--- src/rtl/i2c_sample_target.sv ---
module i2c_sample_target #(
  parameter logic [3:0] DEV_CODE = 4'b1001,
  parameter int         SMP_W    = 12
) (
  input  logic             clk,
  input  logic             rst_n,
  input  logic [2:0]       strap_i,
  input  logic             scl_i,
  input  logic             sda_i,
  output logic             sda_oe,
  input  logic [SMP_W-1:0] sample_i,
  output logic             cap_strobe
);

  typedef enum logic [2:0] {S_IDLE, S_ADDR, S_AACK, S_TX, S_MACK} st_t;

  st_t              st;
  logic [1:0]       scl_sy, sda_sy;
  logic             scl_d, sda_d;
  logic [3:0]       cnt;
  logic [7:0]       sh;
  logic             lo_q, mack_q;
  logic [SMP_W-1:0] data_q;

  wire scl_s    = scl_sy[1];
  wire sda_s    = sda_sy[1];
  wire scl_rise = scl_s & ~scl_d;
  wire scl_fall = ~scl_s & scl_d;
  wire start_c  = scl_s & scl_d & sda_d & ~sda_s;
  wire stop_c   = scl_s & scl_d & ~sda_d & sda_s;

  wire [15:0] word = 16'(data_q);
  wire addr_ok = (sh[7:4] == DEV_CODE) && (sh[3:1] == strap_i) && sh[0];

  assign sda_oe = (st == S_AACK) | ((st == S_TX) & ~sh[7]);

  always_ff @(posedge clk or negedge rst_n) begin
    if (!rst_n) begin
      scl_sy <= 2'b11;
      sda_sy <= 2'b11;
      scl_d  <= 1'b1;
      sda_d  <= 1'b1;
    end else begin
      scl_sy <= {scl_sy[0], scl_i};
      sda_sy <= {sda_sy[0], sda_i};
      scl_d  <= scl_s;
      sda_d  <= sda_s;
    end
  end

  always_ff @(posedge clk or negedge rst_n) begin
    if (!rst_n) begin
      st         <= S_IDLE;
      cnt        <= '0;
      sh         <= '0;
      lo_q       <= 1'b0;
      mack_q     <= 1'b0;
      cap_strobe <= 1'b0;
      data_q     <= '0;
    end else begin
      cap_strobe <= 1'b0;
      if (cap_strobe) data_q <= sample_i;
      if (start_c) begin
        st  <= S_ADDR;
        cnt <= '0;
      end else if (stop_c) begin
        st <= S_IDLE;
      end else begin
        unique case (st)
          S_ADDR: begin
            if (scl_rise && cnt != 4'd8) begin
              sh  <= {sh[6:0], sda_s};
              cnt <= cnt + 4'd1;
            end else if (scl_fall && cnt == 4'd8) begin
              if (addr_ok) begin
                st         <= S_AACK;
                cap_strobe <= 1'b1;
              end else begin
                st <= S_IDLE;
              end
            end
          end
          S_AACK: if (scl_fall) begin
            st   <= S_TX;
            sh   <= word[15:8];
            cnt  <= '0;
            lo_q <= 1'b0;
          end
          S_TX: if (scl_fall) begin
            if (cnt == 4'd7) begin
              st <= S_MACK;
              if (lo_q) cap_strobe <= 1'b1;
            end else begin
              sh  <= {sh[6:0], 1'b1};
              cnt <= cnt + 4'd1;
            end
          end
          S_MACK: begin
            if (scl_rise) mack_q <= ~sda_s;
            if (scl_fall) begin
              if (mack_q) begin
                st   <= S_TX;
                cnt  <= '0;
                lo_q <= ~lo_q;
                sh   <= lo_q ? word[15:8] : word[7:0];
              end else begin
                st <= S_IDLE;
              end
            end
          end
          default: ;
        endcase
      end
    end
  end

endmodule

--- config.mk ---
export PLATFORM = sky130hd
export DESIGN_NAME = i2c_sample_target
export DESIGN_NICKNAME = d
export VERILOG_FILES = /design/src/rtl/i2c_sample_target.sv
export SDC_FILE = /design/constraint.sdc
export NUM_CORES = 1
export LEC_CHECK = 0
export CAP_MARGIN = 20
export CELL_PAD_IN_SITES_DETAIL_PLACEMENT = 0
export CELL_PAD_IN_SITES_GLOBAL_PLACEMENT = 2
export CORE_ASPECT_RATIO = 1.4
export CORE_UTILIZATION = 44
export DETAILED_ROUTE_END_ITERATION = 7
export DONT_BUFFER_PORTS = 1
export PLACE_DENSITY = 0.86
export SETUP_SLACK_MARGIN = 0.05
export SYNTH_ARGS = -nofsm -noshare
export SYNTH_HDL_FRONTEND = slang
export SYNTH_SLANG_ARGS = --single-unit
--- constraint.sdc ---
create_clock -name clk -period 5.05 [get_ports clk]
set_input_delay 1.01 -clock clk [delete_from_list [all_inputs] [get_ports clk]]
set_output_delay 1.01 -clock clk [all_outputs]
set_load 0.01 [all_outputs]
# Word level (Yosys, flattened, before mapping)
# Cells that the tools add are included.
# word_totals
reg_bits,36
inputBits,19
out_inout_bits,2
word_cells,111
# op_classes
eq_ne,28
addsub,1
muxes,41
bitwise,17
reduce_logical,13
# op_table
operator,n
8-bit two-way mux,7
4-bit two-way mux,8
8-bit case mux with 4 select lines,1
3-bit two-way mux,8
"4-bit inequality test, second input constant",6
"3-bit inequality test, second input constant",6
4-bit case mux with 4 select lines,1
"2-bit inequality test, second input constant",7
3-bit case mux with 4 select lines,1
1-bit two-way mux,11
9-bit AND reduction,1
1-bit AND,8
"4-bit == test, second input constant",2
1-bit inverter,8
8-bit AND reduction,1
7-bit AND reduction,1
"3-bit by 2-bit == test with 1-bit output, second input constant",2
6-bit AND reduction,1
6-bit nonzero test,1
5-bit nonzero test,1
"4-bit by 1-bit adder with 4-bit output, second input constant",1
"4-bit by 3-bit == test with 1-bit output, second input constant",1
1-bit logical AND,4
2-bit two-way mux,2
other kinds (9),10

# Logic depth before layout (Yosys ltp)
# Gate-level depths: netlist (run 1).
# depth
word_depth,9
depth_mapped,8
depth_no_buf,7

# Least setup slack after synthesis (run 1)
# No wires, ideal clock.
# synth_path
path_type,reg-to-output
startpoint,reg st[2]
endpoint,out sda_oe
t_required_ns,4.040
path_stages_with_launch,5
setup_slack_ns,2.969
arrival_ns,1.071
cell_sequence,dfrtp_1 buf_4 or2b_1 buf_4 a21oi_1
# synth_via
elab_chain_len,3
# synth_rtl
item,line,text
"start, declared",17,st_t st;
"start signal, assigned",53,st <= S_IDLE;
"start signal, assigned",64,st <= S_ADDR;
"start signal, assigned",67,st <= S_IDLE;
3-bit by 2-bit == test with 1-bit output,35,assign sda_oe = (st == S_AACK) | ((st == S_TX) & ~sh[7]);
1-bit AND,35,
1-bit OR *,35,
"end, declared",10,"output logic sda_oe,"
# Every way passes the cells marked *; elsewhere a longest branch is shown, timed or not.

# Worst setup path after layout (run 1)
# Ends and elaborated chain as after synthesis.

==> reports/results.tsv, run 1 <==
stage	metric	value	unit
logic_synthesis	Ys Warns	0	
logic_synthesis	asr flop ratio synth	1.00	
clocking	Max Root-Sink Buffers	2	
drt	DR DRC count	0	
final_layout	synth-to-layout area growth	5.17	%
logic_synthesis	Area contributors post-synth	dfrtp_1 42%, dfstp_2 8.8%, mux2_2 8.2%	
hold_path	worst min-delay path startpoint	scl_sy[0]	
status	status	finished clean	
grt	vias in the first global route	1246	
power_and_ir_drop	Lkg Pwr	0.000819	uW
logic_synthesis	Post-Syn Area	1790	sq um
timing	Least-Margin Pin Slew	1.07	ns
worst_setup_path	Crit-path slowest cell	dfrtp_1	
grt	All-Layer GR Usage	0.184	
timing	# setup viols final	0	
die	Die Area	4330	sq um
worst_setup_path	R2R depth	5	
drt	via count	1219	
die	die width	55.9	um
timing	setup_tns	0	ns
grt	antenna violations before repair	0	
logic_synthesis	Seq/Total Area, Yosys	0.507	
timing	Final period util	0.491	
die	total core area	3920	sq um
logic_synthesis	Post-Synthesis Cells	158	
die	Die Ht	77.5	um
grt	global route overflow	0	
timing	max-slew violations	0	
worst_setup_path	Critical Path Source Type	flop	
place	hpwl dp	2540	um
final_layout	diodes inserted	0	
worst_setup_path	Cell Chain, Critical Path	or2b_1, a21oi_1	
clocking	Post-CTS Resized	0	
timing	Setup Skew	0.00312	ns
power_and_ir_drop	worst vdd ir	0.245	mV
drt	Avg WL per Cell	17.6	um
die	Rows	27	
clocking	Worst-path clk slew	0.07	ns
drt	Routed WL	3550	um
timing	Fmax	403	MHz
clocking	clk_lat worst skew	0.28	ns
drt	TritonRoute pass-1 iters	4	
logic_synthesis	Synth Area per Inst	11.3	sq um
power_and_ir_drop	Total Power	698	uW
power_and_ir_drop	PwrDens	370	nW/um^2
drt	vias per cell	6.03	
clocking	Clk Tree Root Cell	clkbuf_8	
clocking	CTS tree	built	
drt	DRT antenna net count	0	
worst_setup_path	R2R setup slack	2.58	ns
worst_setup_path	worst r2r dst	cnt[3]	
timing	endpoints failing hold	0	
final_layout	Final nets	179	
hold_path	Worst Hold End	scl_sy[1]	
logic_synthesis	Yosys reg bits	36	
worst_setup_path	crit-path max cell delay	0.48	ns
worst_setup_path	required time of the critical path	4.04	ns
worst_setup_path	Worst setup EP type	primary output	
worst_setup_path	CP max FO	11	
clocking	TritonCTS Buffers	5	
logic_synthesis	share of the synthesized area in the top cell type	0.419	
die	Ports	21	
clocking	cts hold-fix bufs	0	
timing	Max transition margin	0.278	
logic_synthesis	number of distinct library cells after synthesis	47	
worst_setup_path	r2r startpoint	st[2]	
hold_path	path category of the worst min-delay check	flop to flop	
place	RD Place Congestion	0.838	
grt	first-pass GRT wire length	6040	um
logic_synthesis	Post-synth top cells	30 x dfrtp_1, 13 x mux2_2, 12 x a21oi_1	
logic_synthesis	count leader, synth	dfrtp_1	
logic_synthesis	ys flop type	dfrtp_1	
job	Max-Cap Viols	0	
worst_setup_path	Setup CP Type	flop to primary output	
worst_setup_path	Arr. time, crit path	1.47	ns
final_layout	ratio of cells with drive above 1 in the final layout	0.208	
logic_synthesis	Post-synth EDFFs	0	
clocking	Clock Sinks	36	
logic_synthesis	area leader, netlist	dfrtp_1	
clocking	CTS H-Tree Depth	2	
place	IO buf count	0	
logic_synthesis	Syn Nets	179	
grt	largest net degree at the start of global routing	37	
drt	1st-iter DRT viols	39	
timing	RSZ-0062 raised after global routing	no	
die	Initial Utilization	0.457	
hold_path	worst hold stages	0	
timing	Period minus WS final	2.48	ns
final_layout	Filler cells	348	
clocking	number of setup buffers added after CTS	0	
==> flip-flops by register name (all words and copies together) (netlist names) <==
register,count
cap_strobe,1
scl_d,1
data_q,12
sda_sy,2
scl_sy,2
mack_q,1
st,3
sda_d,1
lo_q,1
sh,8
cnt,4
==> how the worst max path moves through the flow <==
stage	from	endpoint
4_1_cts	st[2]	sda_oe
3_5_place_dp	st[2]	cnt[3]
2_1_floorplan	st[2]	sda_oe
3_3_place_gp	st[2]	cnt[3]
6_report	st[2]	sda_oe
5_1_grt	st[2]	cnt[3]
==> where the power goes <==
| part | total (uW) | switching, uW | internal, uW |
|---|---|---|---|
| Clock | 206 | 94.6 | 111 |
| Sequential | 379 | 46.1 | 333 |
| Combinational | 113 | 57.3 | 55.3 |
| Total | 698 | 198 | 500 |
==> layout make-up <==
cell class              count  area [sq um]  share of cell area
flip-flops and latches     36           908               0.482
multi-input cells         110           813               0.432
clock buffers               8          90.1              0.0478
well taps                  43          53.8              0.0286
inverters                   5          18.8             0.00996
==> worst max-delay path, delay by kind of cell (launching register included) <==
kind	cells	cell delay, ns
flip-flops	1	0.48
AND/OR/NAND/NOR	1	0.37
AO/OA/AOI/OAI	1	0.33
==> metal layers <==
layer | track usage | wire (um) | vias to the layer above | share of wire
met1 | 0.219 | 1470 | 608 | 0.41
met5 | 0 | 0 | - | 0
met4 | 0.0780 | 46 | 0 | 0.013
met2 | 0.314 | 1910 | 31 | 0.54
li1 | - | - | 576 | -
met3 | 0.0450 | 129 | 4 | 0.036
==> stage by stage <==
step	setup WS (ns)	std cells	instance area, sq um	utilization	hold slack [ns]
after floorplan	2.97	158	1790	-	0.345
after global placement	2.66	194	1790	0.458	0.346
after detailed placement	2.59	194	1790	0.458	0.350
after CTS	2.57	202	1880	0.481	0.360
after global routing	2.42	202	1880	0.481	0.361
final	2.57	202	1880	0.481	0.359
==> kinds of logic (layout without fill, tap and decap cells) <==
kind of cell,after synthesis,after routing,synth area share
AOI/OAI and AO/OA,40,40,0.158
xor gates and xnor gates,4,4,0.0196
adders and majority gates,2,2,0.0140
buffers and inverters,12,13,0.0391
DFF,36,36,0.507
muxes,16,16,0.0992
and+or+nand+nor,48,48,0.163
==> placed cells by master, fill, tap and decap left out, types with 4 or more instances in the layout <==
master / instances
inv_1: 5
xor2_1: 4
dfstp_2: 6
a21oi_1: 12
clkbuf_8: 6
mux2_2: 13
a22oi_1: 5
nand2_1: 9
nor2_1: 11
dfrtp_1: 30
(Power assumes the default switching activity.)
==> run 2, diff against run 1 <==
Settings changed: CORE_UTILIZATION 44 to 41, PLACE_DENSITY 0.86 to 0.81.
Clock period 5.05 ns to 2.4 ns, I/O delays scaled along.
==> reports/results.tsv, run 2 (same netlist as run 1, synthesis figures left out) <==
stage	metric	value	unit
drt	Routed WL	3560	um
job	Max-Cap Viols	0	
place	IO buf count	0	
die	Initial Utilization	0.426	
final_layout	Top Registers	data_q x12, sh x8, cnt x4	
drt	vias per cell	5.97	
die	total core area	4200	sq um
final_layout	most frequent cells in the layout	30 x dfrtp_1, 13 x mux2_2, 12 x a21oi_1	
timing	Setup Skew	0.00485	ns
grt	GR Util met2	0.302	
timing	# setup viols final	0	
grt	global route overflow	0	
timing	Fmax	493	MHz
final_layout	Final nets	181	
worst_setup_path	required time of the critical path	2.57	ns
status	status	finished clean	
worst_setup_path	R2R depth	6	
timing	Final period util	0.845	
worst_setup_path	r2r startpoint	st[2]	
grt	All-Layer GR Usage	0.171	
clocking	clk_lat worst skew	0.27	ns
final_layout	multi-input logic area	813	sq um
timing	max-slew violations	0	
worst_setup_path	CP max FO	20	
final_layout	synth-to-layout area growth	7.82	%
clocking	Clk Tree Root Cell	clkbuf_8	
place	RD Place Congestion	0.829	
power_and_ir_drop	PwrDens	804	nW/um^2
worst_setup_path	Critical Path Source Type	flop	
final_layout	Storage cell area	908	sq um
clocking	Worst-path clk slew	0.07	ns
drt	via count	1229	
hold_path	path category of the worst min-delay check	input pin to async pin	
drt	Avg WL per Cell	17.3	um
grt	antenna violations before repair	0	
timing	setup_tns	0	ns
timing	Max transition margin	0.463	
power_and_ir_drop	worst vdd ir	0.415	mV
power_and_ir_drop	Lkg Pwr	0.000844	uW
drt	1st-iter DRT viols	51	
grt	largest net degree at the start of global routing	31	
timing	Least-Margin Pin Slew	0.800	ns
die	Ports	21	
clocking	TritonCTS Buffers	5	
final_layout	ratio of cells with drive above 1 in the final layout	0.224	
die	die width	57.9	um
grt	first-pass GRT wire length	5950	um
timing	RSZ-0062 raised after global routing	no	
clocking	CTS H-Tree Depth	2	
clocking	Post-CTS Resized	0	
worst_setup_path	Setup CP Type	flop to flop	
clocking	number of setup buffers added after CTS	0	
final_layout	Final Util	0.460	
grt	GRT met3 Usage	0.0338	
place	hpwl dp	2600	um
clocking	CTS tree	built	
final_layout	max FFs per register	12	
die	Die Area	4640	sq um
grt	grt peak-use layer	met2	
drt	DRT antenna net count	0	
drt	TritonRoute pass-1 iters	4	
final_layout	Top reg by flops	data_q	
grt	met1 Use GR	0.194	
timing	endpoints failing hold	0	
worst_setup_path	worst r2r dst	cnt[3]	
grt	vias in the first global route	1292	
drt	DR DRC count	0	
final_layout	diodes inserted	0	
die	Rows	28	
worst_setup_path	Worst setup EP type	flop	
worst_setup_path	R2R setup slack	0.37	ns
final_layout	Filler cells	394	
final_layout	commonest non-fill, non-tap cell in the layout	dfrtp_1	
clocking	Max Root-Sink Buffers	2	
clocking	Clock Sinks	36	
timing	Period minus WS final	2.03	ns
worst_setup_path	Arr. time, crit path	2.20	ns
die	Die Ht	80.2	um
-- run 2: changes by cell type in the layout (fill, tap and decap cells not counted), sizes merged --
cell	change
buf	+2
clkbuf	-2
bufinv	+1
clkinv	+1
-- run 2: worst max-delay path: stages, from the launching register on --
cell and delay (ns):
dfrtp_1 0.53, or2b_1 0.31, o22ai_2 0.15, nor4_4 0.34, buf_4 0.30, a21boi_0 0.12, o21a_1 0.17
-- run 2: how the worst max path moves through the flow --
stage                     endpoint  startpoint
after floorplan             cnt[3]       scl_d
after global placement      cnt[3]       st[2]
after detailed placement    cnt[3]       st[2]
after CTS                   cnt[3]       st[2]
after global routing        cnt[3]       st[2]
final                       cnt[3]       st[2]
-- run 2: metal layers --
metal  vias to the layer above  share of wire  wire length, um
met2                        33           0.54             1920
met5                         -              0                0
met3                         6          0.043              153
met1                       606           0.40             1410
met4                         0          0.021               74
li1                        584              -                -
-- run 2: cell type report --
cell class	count	share of cell area
clock buffer	6	0.0376
clock inverter	2	0.0181
inverter	5	0.00972
multi-input combinational	110	0.421
sequential	36	0.470
tap	45	0.0291
timing repair buffer	2	0.0142
-- run 2: timing repair --
| action | 4_1_cts | 5_1_grt |
|---|---|---|
| endpoints found under the setup margin | 0 | 0 |
| hold buffers | 1 | 0 |
| hold endpoints to repair | 30 | 0 |
-- run 2: metrics by stage --
step / cell area [sq um] / setup slack [ns] / instances / power (uW) / hold WS [ns]
after CTS: 1930 / 0.392 / 206 / 1580 / 0.0188
final: 1930 / 0.373 / 206 / 1550 / 0.0203
after detailed placement: 1800 / 0.403 / 197 / 1050 / 0.186
after floorplan: 1790 / 0.734 / 158 / 992 / 0.184
after global placement: 1800 / 0.454 / 197 / 1040 / 0.186
after global routing: 1930 / 0.230 / 206 / 1650 / 0.0224
-- run 2: where the power goes --
| part | switching (uW) | internal (uW) | total [uW] |
|---|---|---|---|
| Clock | 197 | 308 | 505 |
| Sequential | 97.2 | 701 | 798 |
| Combinational | 129 | 122 | 251 |
==> run 3, diff against run 2 <==
Clock period 2.4 ns to 1.9 ns, I/O delays scaled along.
==> reports/results.tsv, run 3 (same netlist as run 1, synthesis figures left out) <==
stage	metric	value	unit
grt	first-pass GRT wire length	6380	um
worst_setup_path	Arr. time, crit path	2.01	ns
die	Die Ht	80.2	um
drt	Routed WL	3990	um
die	Rows	28	
worst_setup_path	Critical Path End	sh[6]	
timing	Least-Margin Pin Slew	0.623	ns
drt	DR DRC count	0	
worst_setup_path	Setup CP Type	flop to flop	
timing	# setup viols final	0	
die	die width	57.9	um
worst_setup_path	CP Depth	8	
drt	via count	1306	
worst_setup_path	Critical Path Source Type	flop	
final_layout	most frequent cells in the layout	28 x dfrtp_1, 14 x buf_4, 13 x mux2_2	
die	total core area	4200	sq um
place	RD Place Congestion	0.861	
final_layout	multi-input logic area	880	sq um
timing	Setup Skew	0.00565	ns
timing	setup_tns	0	ns
timing	Fmax	550	MHz
timing	endpoints failing hold	0	
grt	vias in the first global route	1357	
final_layout	Final nets	197	
worst_setup_path	CP bufs+invs	3	
grt	largest net degree at the start of global routing	37	
final_layout	post-route cell area	2160	sq um
job	Max-Cap Viols	0	
die	Initial Utilization	0.426	
clocking	CTS H-Tree Depth	2	
die	Die Area	4640	sq um
final_layout	Filler cells	371	
status	status	finished clean	
clocking	TritonCTS Buffers	5	
timing	max-slew violations	0	
worst_setup_path	r2r startpoint	cnt[0]	
worst_setup_path	required time of the critical path	2.10	ns
drt	Avg WL per Cell	18.0	um
worst_setup_path	crit path launch	cnt[0]	
timing	setup ws final	0.0832	ns
final_layout	commonest non-fill, non-tap cell in the layout	dfrtp_1	
place	Placed Instance Area	1860	sq um
final_layout	Top Registers	data_q x12, sh x8, cnt x4	
grt	antenna violations before repair	0	
place	hpwl dp	2740	um
hold_path	path category of the worst min-delay check	input pin to flop	
worst_setup_path	R2R depth	8	
timing	RSZ-0062 raised after global routing	yes	
clocking	CTS tree	built	
drt	vias per cell	5.88	
timing	Period minus WS final	1.82	ns
drt	1st-iter DRT viols	29	
worst_setup_path	Worst setup EP type	flop	
clocking	Max Root-Sink Buffers	2	
drt	DRT antenna net count	0	
timing	Fin Hold WS	0.0813	ns
place	IO buf count	0	
clocking	Worst-path clk slew	0.07	ns
clocking	Clock Sinks	36	
grt	global route overflow	0	
worst_setup_path	worst r2r dst	sh[6]	
final_layout	diodes inserted	0	
die	Ports	21	
hold_path	worst min-delay path startpoint	scl_i	
final_layout	ratio of cells with drive above 1 in the final layout	0.384	
worst_setup_path	CP top delay family	compound AO/OA/AOI/OAI gates	
final_layout	Storage cell area	911	sq um
power_and_ir_drop	PwrDens	999	nW/um^2
worst_setup_path	Cell Chain, Critical Path	inv_2, ha_4, nand3b_1, a211oi_2, nor4_4, buf_4, clkbuf_16, a21oi_1	
power_and_ir_drop	worst vdd ir	0.607	mV
worst_setup_path	crit-path max cell delay	0.44	ns
worst_setup_path	R2R setup slack	0.08	ns
drt	TritonRoute pass-1 iters	4	
clocking	clk_lat worst skew	0.29	ns
power_and_ir_drop	Lkg Pwr	0.000929	uW
clocking	Clk Tree Root Cell	clkbuf_8	
worst_setup_path	CP max FO	7	
place	pre-CTS WS	0.0427	ns
final_layout	Top reg by flops	data_q	
timing	Final period util	0.956	
timing	Max transition margin	0.585	
worst_setup_path	Crit-path slowest cell	dfrtp_2	
final_layout	max FFs per register	12	
final_layout	synth-to-layout area growth	20.4	%
grt	All-Layer GR Usage	0.186	
==> run 3: metrics by stage <==
step | std cells | power [uW] | utilization
floorplan | 158 | 1250 | -
global placement | 204 | 1330 | 0.442
detailed placement | 204 | 1340 | 0.442
CTS | 216 | 2050 | 0.481
global route | 222 | 2280 | 0.513
finish | 222 | 2150 | 0.513
==> run 3: worst min-delay path by stage <==
stage / depth (start not counted) / endpoint / slack [ns]
after floorplan: 0 / cap_strobe / 0.08
after global placement: 0 / st[0] / 0.09
after detailed placement: 0 / mack_q / 0.09
after CTS: 0 / scl_sy[0] / 0.07
after global routing: 0 / scl_sy[0] / 0.06
final: 0 / scl_sy[0] / 0.08
==> run 3: power by group <==
group	total [uW]	internal, uW	switching (uW)
clock	666	388	278
sequential	1020	887	136
combinational	466	252	214
total	2150	1530	628
==> run 3: repair_timing <==
action	CTS	global route
gates resized for setup	2	21
pin swaps	1	3
endpoints found under the setup margin	9	14
hold buffers	2	0
hold endpoints to repair	36	0
setup buffers	2	8
gates cloned	0	1
==> run 3: worst reg2reg max path: stages, from the launching register on <==
cell       delay [ns]
dfrtp_2          0.44
inv_2            0.08
ha_4             0.12
nand3b_1         0.16
a211oi_2         0.35
nor4_4           0.08
buf_4            0.17
clkbuf_16        0.16
a21oi_1          0.17
==> run 3: area by class of cell <==
type	instances	share of cell area
Sequential cell	36	0.422
Multi-Input combinational cell	110	0.408
Timing Repair Buffer	18	0.0835
Clock buffer	5	0.0319
Tap cell	45	0.0261
Clock inverter	3	0.0197
Inverter	5	0.00870
==> run 3: routing by layer <==
metal	vias to the layer above	GRT usage	wire, um
met5	-	0	0
met4	0	0.0976	83
met2	32	0.332	2230
li1	611	-	-
met3	7	0.0451	172
met1	656	0.199	1510
